## src/rtl/cic_pkg.sv

```systemverilog
package cic_pkg;
  typedef enum logic [1:0] {
    CMD_NONE,
    CMD_DIS_ALL,
    CMD_DIS_ONE,
    CMD_EN_ONE
  } cmd_e;

  typedef enum logic [1:0] {
    RS_NONE,
    RS_ID,
    RS_CNT,
    RS_CUR
  } rsel_e;
endpackage

```

## src/rtl/ic_regdec.sv

```systemverilog
module ic_regdec
  import cic_pkg::*;
#(
  parameter int ADDR_W  = 12,
  parameter int DATA_W  = 32,
  parameter int NUM_SRC = 64,
  parameter int IDX_W   = 6
) (
  input  logic [ADDR_W-1:0] addr,
  input  logic              wr,
  input  logic              rd,
  input  logic [DATA_W-1:0] wdata,
  output cmd_e              cmd,
  output logic [IDX_W-1:0]  cmd_idx,
  output rsel_e             rsel,
  output logic              bad_acc
);
  localparam int WIDX_W = ADDR_W - 2;
  localparam logic [WIDX_W-1:0] W_ID      = WIDX_W'(0);
  localparam logic [WIDX_W-1:0] W_CNT     = WIDX_W'(1);
  localparam logic [WIDX_W-1:0] W_CUR     = WIDX_W'(2);
  localparam logic [WIDX_W-1:0] W_DIS_ALL = WIDX_W'(3);
  localparam logic [WIDX_W-1:0] W_DIS_ONE = WIDX_W'(4);
  localparam logic [WIDX_W-1:0] W_EN_ONE  = WIDX_W'(5);

  logic [WIDX_W-1:0] widx;
  logic              idx_ok;
  logic              unused_lo;

  assign widx      = addr[ADDR_W-1:2];
  assign unused_lo = ^addr[1:0];
  assign idx_ok    = (wdata < DATA_W'(NUM_SRC));
  assign cmd_idx   = wdata[IDX_W-1:0];

  always_comb begin
    rsel    = RS_NONE;
    cmd     = CMD_NONE;
    bad_acc = 1'b0;
    if (rd) begin
      unique case (widx)
        W_ID:    rsel = RS_ID;
        W_CNT:   rsel = RS_CNT;
        W_CUR:   rsel = RS_CUR;
        default: bad_acc = 1'b1;
      endcase
    end
    if (wr) begin
      unique case (widx)
        W_DIS_ALL: cmd = CMD_DIS_ALL;
        W_DIS_ONE: cmd = idx_ok ? CMD_DIS_ONE : CMD_NONE;
        W_EN_ONE:  cmd = idx_ok ? CMD_EN_ONE : CMD_NONE;
        default:   bad_acc = 1'b1;
      endcase
    end
  end
endmodule

```

## src/rtl/ic_lowest.sv

```systemverilog
module ic_lowest #(
  parameter int NUM_SRC = 64,
  parameter int IDX_W   = 6
) (
  input  logic [NUM_SRC-1:0] act,
  output logic               found,
  output logic [IDX_W-1:0]   idx
);
  always_comb begin
    found = 1'b0;
    idx   = '0;
    for (int i = NUM_SRC - 1; i >= 0; i--) begin
      if (act[i]) begin
        found = 1'b1;
        idx   = IDX_W'(i);
      end
    end
  end
endmodule

```

## src/rtl/ic_pend.sv

```systemverilog
module ic_pend
  import cic_pkg::*;
#(
  parameter int NUM_SRC = 64,
  parameter int IDX_W   = 6,
  parameter int CW      = 7
) (
  input  logic               clk,
  input  logic               rst,
  input  logic [NUM_SRC-1:0] irq_in,
  input  cmd_e               cmd,
  input  logic [IDX_W-1:0]   cmd_idx,
  output logic [NUM_SRC-1:0] lvl_q,
  output logic [NUM_SRC-1:0] en_q,
  output logic [CW-1:0]      cnt_q,
  output logic               irq_q
);
  logic [NUM_SRC-1:0] rise, fall, en_next;
  logic [CW-1:0]      n_rise, n_fall, cnt_next;
  logic [CW:0]        up, dn, diff;
  logic               inc, dec;

  assign rise = irq_in & ~lvl_q & en_q;
  assign fall = ~irq_in & lvl_q & en_q;

  always_comb begin
    n_rise = '0;
    n_fall = '0;
    for (int i = 0; i < NUM_SRC; i++) begin
      n_rise = n_rise + CW'(rise[i]);
      n_fall = n_fall + CW'(fall[i]);
    end
  end

  // command is applied after the level update, so it sees the new level
  assign inc = (cmd == CMD_EN_ONE)  && !en_q[cmd_idx] && irq_in[cmd_idx];
  assign dec = (cmd == CMD_DIS_ONE) &&  en_q[cmd_idx] && irq_in[cmd_idx];

  assign up   = {1'b0, cnt_q} + {1'b0, n_rise} + (CW+1)'(inc);
  assign dn   = {1'b0, n_fall} + (CW+1)'(dec);
  assign diff = up - dn;

  always_comb begin
    en_next  = en_q;
    cnt_next = diff[CW-1:0];
    unique case (cmd)
      CMD_DIS_ALL: begin
        en_next  = '0;
        cnt_next = '0;
      end
      CMD_DIS_ONE: en_next[cmd_idx] = 1'b0;
      CMD_EN_ONE:  en_next[cmd_idx] = 1'b1;
      default: ;
    endcase
  end

  always_ff @(posedge clk) begin
    if (rst) begin
      lvl_q <= '0;
      en_q  <= '0;
      cnt_q <= '0;
      irq_q <= 1'b0;
    end else begin
      lvl_q <= irq_in;
      en_q  <= en_next;
      cnt_q <= cnt_next;
      irq_q <= (cnt_next != '0);
    end
  end


  irq_follows_cnt_chk: assert property (@(posedge clk) disable iff (rst)
    irq_q == (cnt_q != '0));


  cnt_tracks_state_chk: assert property (@(posedge clk) disable iff (rst)
    int'(cnt_q) == $countones(lvl_q & en_q));


  dis_all_clears_chk: assert property (@(posedge clk) disable iff (rst)
    cmd == CMD_DIS_ALL |=> (cnt_q == '0 && en_q == '0));


  quiet_holds_cnt_chk: assert property (@(posedge clk) disable iff (rst)
    (cmd == CMD_NONE && ((irq_in ^ lvl_q) & en_q) == '0) |=> $stable(cnt_q));
endmodule

```

## src/rtl/cnt_irq_ctrl.sv

```systemverilog
module cnt_irq_ctrl
  import cic_pkg::*;
#(
  parameter int          NUM_SRC  = 64,
  parameter int          ADDR_W   = 12,
  parameter int          DATA_W   = 32,
  parameter logic [31:0] ID_VALUE = 32'h1C7A_0040
) (
  input  logic               clk,
  input  logic               rst,
  input  logic [NUM_SRC-1:0] irq_in,
  input  logic [ADDR_W-1:0]  bus_addr,
  input  logic               bus_wr,
  input  logic [DATA_W-1:0]  bus_wdata,
  input  logic               bus_rd,
  output logic [DATA_W-1:0]  bus_rdata,
  output logic               bus_err,
  output logic               irq_out
);
  localparam int IDX_W = (NUM_SRC > 1) ? $clog2(NUM_SRC) : 1;
  localparam int CW    = $clog2(NUM_SRC + 1);

  cmd_e               cmd;
  rsel_e              rsel;
  logic [IDX_W-1:0]   cmd_idx, low_idx;
  logic               bad_acc, low_found;
  logic [NUM_SRC-1:0] lvl_q, en_q;
  logic [CW-1:0]      cnt_q;

  ic_regdec #(
    .ADDR_W(ADDR_W), .DATA_W(DATA_W), .NUM_SRC(NUM_SRC), .IDX_W(IDX_W)
  ) u_dec (
    .addr(bus_addr), .wr(bus_wr), .rd(bus_rd), .wdata(bus_wdata),
    .cmd(cmd), .cmd_idx(cmd_idx), .rsel(rsel), .bad_acc(bad_acc)
  );

  ic_pend #(
    .NUM_SRC(NUM_SRC), .IDX_W(IDX_W), .CW(CW)
  ) u_pend (
    .clk(clk), .rst(rst), .irq_in(irq_in), .cmd(cmd), .cmd_idx(cmd_idx),
    .lvl_q(lvl_q), .en_q(en_q), .cnt_q(cnt_q), .irq_q(irq_out)
  );

  ic_lowest #(
    .NUM_SRC(NUM_SRC), .IDX_W(IDX_W)
  ) u_low (
    .act(lvl_q & en_q), .found(low_found), .idx(low_idx)
  );

  always_ff @(posedge clk) begin
    if (rst) begin
      bus_rdata <= '0;
      bus_err   <= 1'b0;
    end else begin
      bus_err <= bad_acc;
      unique case (rsel)
        RS_ID:   bus_rdata <= DATA_W'(ID_VALUE);
        RS_CNT:  bus_rdata <= DATA_W'(cnt_q);
        RS_CUR:  bus_rdata <= low_found ? DATA_W'(low_idx) : '1;
        default: bus_rdata <= '0;
      endcase
    end
  end


  cur_none_ones_chk: assert property (@(posedge clk) disable iff (rst)
    (bus_rd && bus_addr[ADDR_W-1:2] == (ADDR_W-2)'(2) && (lvl_q & en_q) == '0)
    |=> bus_rdata == '1);


  bad_access_err_chk: assert property (@(posedge clk) disable iff (rst)
    (bus_rd && bus_addr[ADDR_W-1:2] > (ADDR_W-2)'(2)) |=> (bus_err && bus_rdata == '0));


  bad_index_drop_chk: assert property (@(posedge clk) disable iff (rst)
    (bus_wr && !bus_rd && bus_wdata >= DATA_W'(NUM_SRC) &&
     (bus_addr[ADDR_W-1:2] == (ADDR_W-2)'(4) || bus_addr[ADDR_W-1:2] == (ADDR_W-2)'(5)))
    |=> ($stable(en_q) && !bus_err));
endmodule

```

## config.mk

```make
export PLATFORM = sky130hd
export DESIGN_NAME = cnt_irq_ctrl
export DESIGN_NICKNAME = d
export VERILOG_FILES = /design/src/rtl/cic_pkg.sv /design/src/rtl/ic_regdec.sv /design/src/rtl/ic_lowest.sv /design/src/rtl/ic_pend.sv /design/src/rtl/cnt_irq_ctrl.sv
export SDC_FILE = /design/constraint.sdc
export NUM_CORES = 1
export LEC_CHECK = 0
export ABC_CLOCK_PERIOD_IN_PS = 8200
export BUFFER_PORTS_ARGS = -buffer_cell sky130_fd_sc_hd__buf_2
export CORE_AREA = 2 2 189 191
export DETAILED_ROUTE_END_ITERATION = 12
export DIE_AREA = 0 0 191 193
export PLACE_DENSITY_LB_ADDON = 0.2
export REMOVE_ABC_BUFFERS = 1
export SLEW_MARGIN = 20
export SYNTH_ARGS = -nofsm -noshare
export SYNTH_HDL_FRONTEND = slang
export SYNTH_SLANG_ARGS = --single-unit
```

## constraint.sdc

```tcl
create_clock -name clk -period 8.2 [get_ports clk]
set_input_delay 0.41 -clock clk [delete_from_list [all_inputs] [get_ports clk]]
set_output_delay 0.41 -clock clk [all_outputs]
set_load 0.03 [all_outputs]
```

# ---- After elaboration in Yosys (flattened, before gate mapping)
# Index checks and enable logic that the tools add are counted.
dict set report classes {
  add_sub_neg 130
  order_cmp 3
  n_eq_ne 11
  muxes 148
  n_bitwise 10
  n_reduce_logical 11
}
# operator count
set ops {}
lappend ops {{adder 7 x 1 -> 7 bit} 126}
lappend ops {{AND 64 bit} 6}
lappend ops {{two-way mux 6 bit} 64}
lappend ops {{NOT 64 bit} 3}
lappend ops {{case mux 64 bit (3 select lines)} 1}
lappend ops {{case mux 32 bit (3 select lines)} 1}
lappend ops {{two-way mux 1 bit} 71}
lappend ops {{bitwise OR 64 bit} 1}
lappend ops {{less-than comparator 32 x 7 -> 1 bit (second input constant)} 1}
lappend ops {{two-way mux 32 bit} 1}
lappend ops {{equality test 10 x 2 -> 1 bit (second input constant)} 2}
lappend ops {{equality test 10 x 3 -> 1 bit (second input constant)} 2}
lappend ops {{binary-select mux 1 bit (select 6 bit)} 2}
lappend ops {{case mux 2 bit (3 select lines)} 2}
lappend ops {{equality test 10 x 1 -> 1 bit (second input constant)} 1}
lappend ops {{zero test 10 bit} 1}
lappend ops {{equality test 2 bit (second input constant)} 4}
lappend ops {{two-way mux 2 bit} 4}
lappend ops {{adder 7 bit} 1}
lappend ops {{less-than comparator 6 x 7 -> 1 bit (second input constant)} 1}
lappend ops {{two-way mux 7 bit} 1}
lappend ops {{nonzero test 7 bit} 1}
lappend ops {{subtractor 7 bit} 1}
lappend ops {{demux 1 bit (select 6 bit)} 1}
lappend ops {{other kinds (7)} 14}
dict set report totals {
  ff_bits 169
  inputBits 112
  out_inout_bits 34
}

# ---- Logic depth before layout (Yosys ltp)
dict set report logic_depth {
  ltp_word 71
  ltp_mapped 32
}

# ---- By module
# A second synthesis with hierarchy kept.
dict set report hier_totals {
  cells_unflattened 1443
  hier_area_um2 12522.0
}
# module n_inst cells_each area_per_inst_um2 seq_area_each_um2
set by_module_without_submodules {}
lappend by_module_without_submodules {ic_pend 1 1157 10583.9 2722.6}
lappend by_module_without_submodules {cnt_irq_ctrl 1 114 924.6 200.2}
lappend by_module_without_submodules {ic_lowest 1 140 763.2 0.0}
lappend by_module_without_submodules {ic_regdec 1 32 250.2 0.0}

# ---- Worst setup path before layout
# Ideal clock, no wire load.
dict set report synth_timing {
  path_type {input port to flip-flop}
  from {in bus_addr[9]}
  to {reg u_pend.irq_q}
  setup_ps 127
  arrival_ps 8262
  required_time_ps 8073
  slack_ps -190
  stages 27
  path_buffers 2
  cell_sequence {or4_1 nor3_1 and3_1 o21a_1 buf_4 buf_4 inv_2 nor3_1 fa_1 fa_1 fa_1 fa_1 fa_1 inv_1 fa_1 fa_1 inv_1 fa_1 fa_1 fa_1 ha_1 fa_1 a21oi_1 nor2_1 nor2_1 xor2_1 a31oi_1}
}
dict set report synth_between {
  elab_chain_cells 10
  elab_cells_between_ends 17
  cone_classes {3 x add/sub; 6 x eq/ne; 3 x mux; 5 x reduce/logical}
}
# element line
set synth_lines {}
lappend synth_lines {{from (decl)} cnt_irq_ctrl.sv:12} ;# input logic [ADDR_W-1:0] bus_addr,
lappend synth_lines {{equality test 10 x 3 -> 1 bit or equality test 10 x 2 -> 1 bit (tied branches)} ic_regdec.sv:48} ;# unique case (widx)
lappend synth_lines {{case mux 2 bit (3 select lines) *} ic_regdec.sv:48}
lappend synth_lines {{two-way mux 2 bit *} ic_regdec.sv:47} ;# if (wr) begin
lappend synth_lines {{equality test 2 bit (on tied branches)} {ic_pend.sv:36, ic_pend.sv:37}}
lappend synth_lines {{logical AND 1 bit (on tied branches) (2 in a row)} {ic_pend.sv:36, ic_pend.sv:37}}
lappend synth_lines {{adder 7 x 1 -> 7 bit (on tied branches)} {ic_pend.sv:39, ic_pend.sv:40}}
lappend synth_lines {{subtractor 7 bit} ic_pend.sv:41} ;# assign diff = up - dn;
lappend synth_lines {{two-way mux 7 bit *} ic_pend.sv:46} ;# unique case (cmd)
lappend synth_lines {{nonzero test 7 bit *} ic_pend.sv:67} ;# irq_q <= (cnt_next != '0);
lappend synth_lines {{to (signal assigned)} ic_pend.sv:67}
lappend synth_lines {{to (decl)} ic_pend.sv:16} ;# output logic irq_q
# Mark *: on every way between the ends. The rest lies on a longest branch, timed or not.
# A chain may end at the register's enable or synchronous reset.

# ---- Final worst setup path
dict set report layout_timing {
  from {reg u_pend.en_q[33]}
  to {reg u_pend.irq_q}
}
dict set report layout_between {
  elab_chain_cells 37
  elab_cells_between_ends 77
  cone_classes {66 x add/sub; 3 x mux; 2 x bitwise; 6 x reduce/logical}
}
# element line
set layout_lines {}
lappend layout_lines {{from (decl)} ic_pend.sv:14} ;# output logic [NUM_SRC-1:0] en_q,
lappend layout_lines {{from (signal assigned)} ic_pend.sv:65} ;# en_q <= en_next;
lappend layout_lines {{AND 64 bit} ic_pend.sv:23} ;# assign rise = irq_in & ~lvl_q & en_q;
lappend layout_lines {{adder 7 x 1 -> 7 bit (31 in a row)} ic_pend.sv:30} ;# n_rise = n_rise + CW'(rise[i]);
lappend layout_lines {{adder 7 bit} ic_pend.sv:39} ;# assign up = {1'b0, cnt_q} + {1'b0, n_rise} + (CW+1)'(inc);
lappend layout_lines {{adder 7 x 1 -> 7 bit} ic_pend.sv:39}
lappend layout_lines {{subtractor 7 bit *} ic_pend.sv:41}
lappend layout_lines {{two-way mux 7 bit *} ic_pend.sv:46}
lappend layout_lines {{nonzero test 7 bit *} ic_pend.sv:67}
# Mark *: on every way between the ends. The rest lies on a longest branch, timed or not. The select of a mux whose other input is x is not followed.

==> metrics.md <==
| Metric | Value |
|---|---|
| Status | finished with violations |
| Failing checks | negative setup slack |
| CP max stage cell | fa_2 |
| Max Clock Skew | approximately 0.011 ns |
| Cell count after placement | roughly 2,100 |
| Sinks on Clock Net | 146 |
| Diode count | 0 |
| Vias in the first global route | ~11,000 |
| Kind of critical path | reg2reg |
| Routability Congestion | 0.990 |
| Pin count of the biggest net entering global routing | between 70 and 80 |
| Post-synthesis instance total | 1,381 |
| Sequential-to-total area share from yosys stat | 24.3% |
| Tcrit/Tclk final | 100% |
| CTS Buf Count | 17 |
| Yosys reg bits | 146 |
| Critical Path Source Type | flop |
| Synthesized area per cell | ~8.7 um2 |
| Worst-Skew Late Latency | ~0.45 ns |
| CTS tree | done |
| Yosys warns | 0 |
| Post-DR vias/cell | about 5.5 |
| Worst rel slew slack | around a fifth |
| Ys async rst share | 0% |
| Fill cell count | roughly 3,500 |
| Synth area leader | dfxtp_1 |
| Die W | roughly 190 um |
| Fin. max-slew vios | 0 |
| Remaining antenna violation count | 0 |
| Final hold violations | 0 |
| Gr usage total | between 20% and 30% |
| Setup violators final | 1 |
| Layout cells sized above 1 | roughly 28% |
| H-tree depth | 4 |
| Routed len/inst | between 20 and 25 um |
| Post-DP HPWL | between 40 and 50 mm |
| Area contributors post-synth | dfxtp_1, fa_1, nand2_1 |
| Top_reg_cell synth | dfxtp_1 |
| RSZ-0062 raised after global routing | yes |
| Starting DRT DRC Count | about 1,200 |
| Layout area overhead | 24.5% |
| Leakage power | between 6 and 7 nW |
| Chip height | between 150 and 200 um |
| CTS hold repair buffers | 0 |
| WL final | between 50 and 60 mm |
| Area taken by multi-input logic gates | between 8000 and 9000 um2 |
| Min Clock Period, post-route | 8.20 ns |
| CTS Buffer Depth | 2 |
| Final hold slack | 0.225 ns |
| Commonest non-fill, non-tap cells in the layout | nand2_1, buf_4, dfxtp_1, buf_2, inv_1 |
| Top cell type's share of synthesized area | 24.3% |
| First-pass GRT wire length | 74.6 mm |
| Crit. End Element | flop |
| FP Rows | just under 70 |
| Drt drc | 0 |
| Post-synth EDFFs | 0 |
| Clock Root Buffer | clkbuf_16 |
| Vias | 11,700 |
| PnR Total Power | roughly 1.7 mW |
| Critical Path Max Stage Delay | between 0.5 and 0.6 ns |
| Register Area | 2930 um2 |
| Max frequency | approximately 120 MHz |
| Slew @ Worst Pin | approximately 1.2 ns |
| Post-CTS Setup Bufs | 0 |
| Total grt overflow | 0 |
| Initial Utilization | 34.5% |
| Fin nets | around 1,900 |
| Area of the core | 35,000 um2 |
| Fin cells | about 2,100 |
| Yosys cell types | 77 |
| Port buffer count | ~140 |
| DIE AREA | roughly 37,000 um2 |
| DR pass1 iterations | 7 |
| Pwr dens | about 110 nW/um2 |
| Synth Cell Area | 12,000 um2 |
| Initial antenna violation count | 0 |
| Worst hold path type | in2reg |
| CP max FO | 5 |
| Total of max-cap violations | 0 |
| CP arrival | approximately 8.5 ns |
| Io pins | roughly 150 |
| Max VDD drop | about 0.13 mV |
| Worst-path clk slew | 0.07 ns |
| CP required | about 8.5 ns |
| Commonest non-fill, non-tap cell in the layout | nand2_1 |
| Most used cell, CP | fa_2 |
| Setup ws final | -0.00383 ns |
==> path summary, 6_finish.rpt <==
kind	from	to	slack [ns]	cells after the start
setup / recovery	u_pend.en_q[33]	u_pend.irq_q	-0.004	28
hold / removal	bus_addr[2]	bus_rdata[28]	0.23	2
setup reg to reg	u_pend.en_q[33]	u_pend.irq_q	-0.004	28
hold reg to reg	u_pend.en_q[33]	u_pend.en_q[33]	0.50	2
==> logic make-up (layout without fill, tap and decap cells) <==
group                      count (synthesis)  in the layout  synth area share (%)
DFF                                      146            146                  24.3
buffers and inverters                    215            495                  7.72
AOI/OAI and AO/OA                        227            227                  13.1
and+or+nand+nor                          599            599                  27.1
muxes                                     34             34                  3.76
xor gates and xnor gates                  10             10                 0.727
adders and majority gates                150            150                  23.3
==> per-stage QoR <==
stage          utilization (%)  instance area (um2)  TNS (ns)  worst slack (ns)
3_5_place_dp              40.9                14300     -3.98            -0.840
3_3_place_gp              40.9                14300     -3.46            -0.743
6_report                  42.9                15000  -0.00383          -0.00383
2_1_floorplan                -                11700     -4.97             -1.02
4_1_cts                   42.7                14900         0           0.00450
5_1_grt                   42.9                15000    -0.675            -0.267
==> power by group <==
| group | leakage [nW] | internal [mW] | total, mW | switching [mW] |
|---|---|---|---|---|
| combinational | 4.83 | 0.0885 | 0.202 | 0.114 |
| sequential | 1.20 | 0.726 | 0.741 | 0.0148 |
| clock | 0.263 | 0.408 | 0.767 | 0.359 |
| total | 6.29 | 1.22 | 1.71 | 0.488 |
==> state kept, by name, summed over array words and instances, names as in the netlist <==
register	count
bus_rdata	9
u_pend.lvl_q	64
bus_err	1
u_pend.en_q	64
u_pend.irq_q	1
u_pend.cnt_q	7
==> routing by layer <==
layer  part of all wire [%]  GRT usage (%)  vias up
li1                       -              -     5271
met1                     41           38.0     5779
met2                     46           45.1      575
met3                    8.6           4.98      106
met4                    4.4           12.4        0
met5                      0              0        -
==> final cells by class <==
type | instances | share of cell area, %
clock buffer | 19 | 3.02
clock inverter | 13 | 0.676
inverter | 142 | 3.55
multi-input combinational | 1020 | 55.5
sequential | 146 | 19.5
tap | 461 | 3.85
timing repair buffer | 321 | 13.9
==> Yosys cell counts, types with 8 or more instances <==
cell type / count
a211oi_1: 8
a21oi_1: 80
a22o_1: 21
a22oi_1: 11
a31oi_1: 10
and3_1: 8
and3b_1: 28
buf_2: 11
buf_4: 29
clkbuf_1: 29
dfxtp_1: 146
fa_1: 124
ha_1: 26
inv_1: 141
mux2_2: 16
mux2i_1: 10
nand2_1: 197
nand2b_1: 8
nand3_1: 81
nand3b_1: 49
nand4_1: 8
nor2_1: 62
nor2b_1: 65
nor3_1: 10
nor3b_1: 8
nor4_1: 15
nor4_2: 10
o21ai_0: 10
o221ai_1: 10
o22ai_1: 9
or2_2: 26
xnor2_1: 8
==> what timing repair did <==
item | in CTS | in global routing
resized for setup | 19 | 23
pin swaps | 9 | 22
endpoints found under the setup margin | 5 | 5
==> worst max-delay path, delay by kind of cell (launching register included) <==
family          cells  cell delay [ns]
flops               1             0.35
buf+inv             5             0.30
xor+xnor            1             0.20
fa+ha+maj          12             5.43
simple gates        4             0.52
compound gates      5             0.79
mux                 1             0.46
(Power assumes the default switching activity.)
